**src/rtl/ivf_pkg.sv**
```systemverilog
// Package: shared types and constants for the interrupt vector fetch unit.
// Assumes a 32-bit memory data path; the gate codes are fixed encodings.
package ivf_pkg;

    typedef enum logic [2:0] {
        ST_IDLE,
        ST_CHECK,
        ST_ISSUE,
        ST_WAIT,
        ST_FINISH
    } fetch_state_t;

    localparam logic [3:0] GATE_INTR = 4'hE;
    localparam logic [3:0] GATE_TRAP = 4'hF;
    localparam logic [3:0] GATE_TASK = 4'h5;

    localparam int PRESENT_BIT = 15;
    localparam int TYPE_LSB    = 8;

    typedef struct packed {
        logic        fault;
        logic        mask;
        logic        task_sw;
        logic [15:0] sel;
        logic [31:0] off;
    } fetch_result_t;

endpackage

```
**src/rtl/ivf_addr_gen.sv**
```systemverilog
// Module: computes the byte address of the table word to read and the
// protected-mode limit test. Assumes the real-mode table starts at zero.
module ivf_addr_gen #(
    parameter int VEC_W   = 8,
    parameter int ADDR_W  = 32,
    parameter int LIMIT_W = 16
) (
    input  logic [VEC_W-1:0]   vector,
    input  logic               prot,
    input  logic [ADDR_W-1:0]  base,
    input  logic [LIMIT_W-1:0] limit,
    input  logic               word_idx,
    output logic [ADDR_W-1:0]  addr,
    output logic               limit_fail
);
    localparam int REAL_SHIFT = 2;
    localparam int PROT_SHIFT = 3;
    localparam int CMP_W      = ((VEC_W + PROT_SHIFT) > LIMIT_W) ?
                                (VEC_W + PROT_SHIFT) : LIMIT_W;

    logic [ADDR_W-1:0] real_addr;
    logic [ADDR_W-1:0] prot_addr;
    logic [CMP_W-1:0]  last_byte;
    logic [CMP_W-1:0]  limit_ext;

    // Build the word address for the selected table format.
    always_comb begin
        real_addr = ADDR_W'({vector, {REAL_SHIFT{1'b0}}});
        prot_addr = base + ADDR_W'({vector, {PROT_SHIFT{1'b0}}})
                         + (word_idx ? ADDR_W'(4) : ADDR_W'(0));
        addr      = prot ? prot_addr : real_addr;
    end

    // Compare the descriptor's last byte offset with the table limit.
    always_comb begin
        last_byte  = CMP_W'({vector, {PROT_SHIFT{1'b1}}});
        limit_ext  = CMP_W'(limit);
        limit_fail = prot && (last_byte > limit_ext);
    end

endmodule

```
**src/rtl/ivf_gate_decode.sv**
```systemverilog
// Module: turns a fetched table entry into handler target and control flags.
// Assumes lo_word/hi_word are valid when the caller samples the result;
// in real mode only lo_word is used.
module ivf_gate_decode
    import ivf_pkg::*;
(
    input  logic          prot,
    input  logic [31:0]   lo_word,
    input  logic [31:0]   hi_word,
    output fetch_result_t result
);
    logic [3:0] gtype;
    logic       present;

    // Extract the gate fields from the high word.
    always_comb begin
        gtype   = hi_word[TYPE_LSB +: 4];
        present = hi_word[PRESENT_BIT];
    end

    // Decode the entry into target and flags.
    always_comb begin
        result = '0;
        if (!prot) begin
            result.sel  = lo_word[31:16];
            result.off  = {16'h0000, lo_word[15:0]};
            result.mask = 1'b1;
        end else if (!present) begin
            result.fault = 1'b1;
        end else begin
            unique case (gtype)
                GATE_INTR: begin
                    result.sel  = lo_word[31:16];
                    result.off  = {hi_word[31:16], lo_word[15:0]};
                    result.mask = 1'b1;
                end
                GATE_TRAP: begin
                    result.sel = lo_word[31:16];
                    result.off = {hi_word[31:16], lo_word[15:0]};
                end
                GATE_TASK: begin
                    result.sel     = lo_word[31:16];
                    result.off     = {hi_word[31:16], lo_word[15:0]};
                    result.task_sw = 1'b1;
                end
                default: result.fault = 1'b1;
            endcase
        end
    end

endmodule

```
**src/rtl/ivec_fetch_unit.sv**
```systemverilog
// Module: interrupt vector fetch unit top. It captures a request, checks
// the limit, reads one (real) or two (protected) table words and reports
// the handler. Assumes memory returns each read with mem_rvalid some cycle
// after mem_req, one read outstanding at a time.
module ivec_fetch_unit
    import ivf_pkg::*;
#(
    parameter int VEC_W   = 8,
    parameter int ADDR_W  = 32,
    parameter int LIMIT_W = 16
) (
    input  logic               clk,
    input  logic               rst_n,
    input  logic               req_valid,
    input  logic [VEC_W-1:0]   req_vector,
    input  logic               prot_mode,
    input  logic [ADDR_W-1:0]  tbl_base,
    input  logic [LIMIT_W-1:0] tbl_limit,
    output logic               mem_req,
    output logic [ADDR_W-1:0]  mem_addr,
    input  logic               mem_rvalid,
    input  logic [31:0]        mem_rdata,
    output logic               done,
    output logic               fault,
    output logic [15:0]        handler_sel,
    output logic [31:0]        handler_off,
    output logic               mask_irq,
    output logic               task_gate
);
    localparam int REAL_TBL_BITS = 10;

    fetch_state_t       state_q;
    logic [VEC_W-1:0]   vec_q;
    logic               prot_q;
    logic [ADDR_W-1:0]  base_q;
    logic [LIMIT_W-1:0] limit_q;
    logic               word_idx_q;
    logic [31:0]        lo_q;
    fetch_result_t      res_q;

    logic               limit_fail;
    logic [31:0]        dec_lo;
    fetch_result_t      dec_res;
    fetch_result_t      limit_res;

    ivf_addr_gen #(
        .VEC_W  (VEC_W),
        .ADDR_W (ADDR_W),
        .LIMIT_W(LIMIT_W)
    ) u_addr (
        .vector    (vec_q),
        .prot      (prot_q),
        .base      (base_q),
        .limit     (limit_q),
        .word_idx  (word_idx_q),
        .addr      (mem_addr),
        .limit_fail(limit_fail)
    );

    // Low word comes from the holding register once the high word arrives.
    always_comb dec_lo = word_idx_q ? lo_q : mem_rdata;

    ivf_gate_decode u_dec (
        .prot   (prot_q),
        .lo_word(dec_lo),
        .hi_word(mem_rdata),
        .result (dec_res)
    );

    // Result reported for a descriptor beyond the table limit.
    always_comb begin
        limit_res       = '0;
        limit_res.fault = 1'b1;
    end

    // Fetch sequencer: capture, limit check, reads, completion.
    always_ff @(posedge clk) begin
        if (!rst_n) begin
            state_q    <= ST_IDLE;
            vec_q      <= '0;
            prot_q     <= 1'b0;
            base_q     <= '0;
            limit_q    <= '0;
            word_idx_q <= 1'b0;
            lo_q       <= '0;
            res_q      <= '0;
        end else begin
            unique case (state_q)
                ST_IDLE: begin
                    if (req_valid) begin
                        vec_q      <= req_vector;
                        prot_q     <= prot_mode;
                        base_q     <= tbl_base;
                        limit_q    <= tbl_limit;
                        word_idx_q <= 1'b0;
                        state_q    <= ST_CHECK;
                    end
                end
                ST_CHECK: begin
                    if (limit_fail) begin
                        res_q   <= limit_res;
                        state_q <= ST_FINISH;
                    end else begin
                        state_q <= ST_ISSUE;
                    end
                end
                ST_ISSUE: state_q <= ST_WAIT;
                ST_WAIT: begin
                    if (mem_rvalid) begin
                        if (prot_q && !word_idx_q) begin
                            lo_q       <= mem_rdata;
                            word_idx_q <= 1'b1;
                            state_q    <= ST_ISSUE;
                        end else begin
                            res_q   <= dec_res;
                            state_q <= ST_FINISH;
                        end
                    end
                end
                ST_FINISH: state_q <= ST_IDLE;
                default:   state_q <= ST_IDLE;
            endcase
        end
    end

    // Drive the memory request and the result ports.
    always_comb begin
        mem_req     = (state_q == ST_ISSUE);
        done        = (state_q == ST_FINISH);
        fault       = res_q.fault;
        mask_irq    = res_q.mask;
        task_gate   = res_q.task_sw;
        handler_sel = res_q.sel;
        handler_off = res_q.off;
    end

    // completion pulse lasts a single cycle.
    assert_done_single_R11: assert property (@(posedge clk) disable iff (!rst_n)
        done |=> !done);

    // a limit failure finishes with a fault and no read.
    assert_limit_no_read_R4: assert property (@(posedge clk) disable iff (!rst_n)
        (state_q == ST_CHECK && limit_fail) |=> (done && fault && !mem_req));

    // real-mode reads stay inside the first kilobyte.
    assert_real_window_R2: assert property (@(posedge clk) disable iff (!rst_n)
        (mem_req && !prot_q) |-> (mem_addr[ADDR_W-1:REAL_TBL_BITS] == '0));

    // captured vector does not move while a fetch is busy.
    assert_busy_ignores_R10: assert property (@(posedge clk) disable iff (!rst_n)
        (state_q != ST_IDLE) |=> $stable(vec_q));

    // task switch and interrupt masking never reported together.
    assert_task_no_mask_R7: assert property (@(posedge clk) disable iff (!rst_n)
        done |-> !(mask_irq && task_gate));

    // a faulting fetch carries no control flags.
    assert_fault_clean_R8: assert property (@(posedge clk) disable iff (!rst_n)
        (done && fault) |-> (!mask_irq && !task_gate));

endmodule

```
**config.mk**
```make
export PLATFORM = sky130hd
export DESIGN_NAME = ivec_fetch_unit
export DESIGN_NICKNAME = d
export VERILOG_FILES = /design/src/rtl/ivf_pkg.sv /design/src/rtl/ivf_addr_gen.sv /design/src/rtl/ivf_gate_decode.sv /design/src/rtl/ivec_fetch_unit.sv
export SDC_FILE = /design/constraint.sdc
export NUM_CORES = 1
export LEC_CHECK = 0
export BUFFER_PORTS_ARGS = -buffer_cell sky130_fd_sc_hd__buf_2
export CORE_MARGIN = 3
export CORE_UTILIZATION = 56
export CTS_CLUSTER_DIAMETER = 200
export DETAILED_ROUTE_END_ITERATION = 8
export PLACE_DENSITY = 0.82
export SLEW_MARGIN = 0
export SYNTH_ARGS = -nofsm -noshare
export SYNTH_HDL_FRONTEND = slang
export SYNTH_HIERARCHICAL = 1
export SYNTH_SLANG_ARGS = --single-unit
```
**constraint.sdc**
```tcl
create_clock -name clk -period 5.85 [get_ports clk]
set_input_delay 1.17 -clock clk [delete_from_list [all_inputs] [get_ports clk]]
set_output_delay 1.17 -clock clk [all_outputs]
set_load 0.01 [all_outputs]
```
==> run metrics <==
static leakage 4.204 nW; first-pass GRT wire length 34.67 mm; Setup CP Type register to output pin; post-synthesis cell count around 1,000; post-synth cell types 59; CP Buf/Inv Count 1; CTS tree built; clock power share 42.5%; Root Buffer clkbuf_16; Initial Utilization 58.17%; Pins Over Slew Limit 0; Pwr per Cell Area 272.6 nW/um2; Peak supply drop 0.0002280 V; CORE AREA 14,150 um2; I/O pins 178; Tightest Pin Transition ~1100 ps; CP max stage cell o2111ai_1; CTS sink cnt 144; final hold vios 0; TNS Setup 0 ps; crit-path max cell delay 950 ps; Port Buf Inserts 177; DRT Wirelength 21.41 mm; Die Y around 130 um; vias about 7,600; post-CTS setup buffers 0; DRT Pass-1 Iters 5; Synth warnings 6; Post-route DRC 0; MaxCap Viol Count 0; GR Overflow Total 0; critical path arrival 3220 ps; Worst-path clk slew 60 ps; via/cell ratio ~5.7; largest net degree at the start of global routing 118; Fmax 227.7 MHz; Clock Latency Late Sink 420 ps; count leader, synth nand2_1; DP Wirelength 14.00 mm; RSZ-0062 raised after global routing false; Slew headroom 23.70%; top-area cell type share of the netlist area between 30% and 40%; gpl congestion 0.9348; fill count 1,187; Synth Area in Adders 2.828%; Post-synth EDFFs 0; sequential power share 40.6%; HP Class register to register; clock tree buffer depth 2; asr flop ratio synth 0%; Int Power 1.906 mW; total CTS buffers 17; die footprint 16,190 um2; predominant post-synthesis flop cell dfxtp_1; Synth Area in Compound Gates roughly 15%; run status completed; # hold bufs at CTS 0; Post-layout nets around 1,200; family with the most delay on the worst path compound AO/OA/AOI/OAI gates; Initial DRC Count between 500 and 600; syn_area_per_cell 8.149 um2; Crit. End Element output pin; Post-Synth XOR/XNOR Area 0.7449%; critical path cell sequence ha_1 > a211oi_1 > o21ai_0 > o2111ai_1 > a21boi_0 > mux2i_1 > buf_2; worst hold path depth 2; Crit path required time 4680 ps; Sw Ratio 27.34%; worst reg-to-reg path cell count 11; top cells by area, synth dfxtp_1, nand2_1, mux2i_1; Die W 127.2 um; Logic pwr share 16.9%; Final setup viols 0; GRT Total Usage 25.97%; area growth from synthesis to layout 16.94%; Max H-tree Level 4; Worst Path Max Fanout 13; mapped cell area about 8000 um2; Final period util 75.07%; Avg WL per Cell 16.18 um; top post-synthesis cells by count nand2_1, dfxtp_1, a21oi_1, mux2i_1, nand3_1; Sw Pwr ~0.7 mW; share of cells above drive strength 1 27.30%; ANT nets after route 0; minimum clock period after layout between 4000 and 5000 ps; Seq cells post-synth 144; post-CTS sizing 0; initial antenna violation count 1; sequential area share after synthesis 35.03%; Final Non-Filler Cells 1,323; post-synthesis mux area share 16.27%; largest family of logic cells by synthesized area simple AND/OR/NAND/NOR gates; Critical Path Stages 7; crit start category register; dpl cells 1,291; cell accounting for the most synthesized area dfxtp_1; Clock Skews approximately 9.4 ps; Core Rows 43; post-synthesis simple-gate area fraction 22.32%; post-synth net total 1,121; Finished Core Util between 60% and 70%; vias in the first global route 7,064; diodes inserted 0
==> flip-flops by register name, indices dropped and copies added, names as in the netlist, 3 cells and up <==
| register | count |
|---|---|
| base_q | 32 |
| handler_off | 32 |
| lo_q | 32 |
| handler_sel | 16 |
| limit_q | 16 |
| vec_q | 8 |
| state_q | 3 |
==> layer usage <==
| metal | up-vias | global-route usage, % | part of all wire [%] |
|---|---|---|---|
| met5 | - | 0 | 0.033 |
| met4 | 2 | 8.707 | 2.0 |
| met3 | 35 | 4.933 | 7.1 |
| met2 | 297 | 42.78 | 47 |
| met1 | 3509 | 34.39 | 44 |
| li1 | 3731 | - | - |
==> worst paths after layout <==
path / startpoint / to / slack (ps)
max: vec_q[0] / mem_addr[19] / 1460
min: base_q[1] / base_q[1] / 450
max reg2reg: limit_q[4] / handler_sel[0] / 3260
min reg2reg: base_q[1] / base_q[1] / 450
==> worst reg2reg max path, delay by kind of cell, from the launching register on <==
family          cells  cell delay (ps)
buf+inv             2              540
flops               1              330
fa+ha+maj           1              290
compound gates      4              670
simple gates        3              470
mux                 1              210
==> cells by family (layout without fill, tap and decap cells) <==
logic type | count (synthesis) | in the layout
buffers and inverters | 137 | 270
multiplexers | 129 | 129
adder cells (fa/ha/maj) | 18 | 18
flip-flops | 144 | 144
AND/OR/NAND/NOR | 398 | 398
XOR/XNOR | 7 | 7
AO/OA/AOI/OAI | 177 | 177
==> cell type report <==
class	instances	area [um2]	area share [%]
Inverter	50	187.7	1.950
Clock buffer	22	474.2	4.927
Multi-Input combinational cell	729	4747	49.32
Sequential cell	144	2885	29.98
Timing Repair Buffer	188	970.9	10.09
Tap cell	180	225.2	2.340
Clock inverter	10	133.9	1.391
==> metrics by stage <==
step	hold WS, ps	power (mW)	setup WS (ps)	instance area (um2)
finish	450.5	2.623	1458	9624
floorplan	431.3	1.408	2571	8230
detailed placement	443.9	1.522	2034	9016
global placement	437.6	1.514	2193	9016
global route	474.4	2.730	1340	9624
CTS	452.0	2.630	1512	9624
==> power groups by stage <==
| stage | combinational [mW] | clock, mW | sequential, mW |
|---|---|---|---|
| 5_1_grt | 0.491 | 1.17 | 1.07 |
| 4_1_cts | 0.442 | 1.12 | 1.06 |
| 3_3_place_gp | 0.431 | 0 | 1.08 |
| 3_5_place_dp | 0.437 | 0 | 1.08 |
| 2_1_floorplan | 0.339 | 0 | 1.07 |
| 6_report | 0.444 | 1.11 | 1.06 |
==> placed cells by master (no fill, tap or decap), types with 3 or more instances in the layout <==
cell type    n
nand2_1    243
buf_2      176
dfxtp_1    142
a21oi_1    102
mux2i_1     91
nand3_1     62
inv_1       49
mux2_2      38
a211oi_2    32
nand4_1     25
clkbuf_16   17
ha_1        17
buf_4       12
nand2b_1    11
nor2_1      10
o21ai_0     10
nand2_2      9
or3_1        6
and3_1       5
clkinv_2     4
o31ai_1      4
or4_1        4
a21o_1       4
xor2_1       4
nor3b_1      3
nor3_1       3
o21a_1       3
clkbuf_8     3
bufinv_16    3
xnor2_1      3
Note: power is estimated with default switching activity, not from simulation.
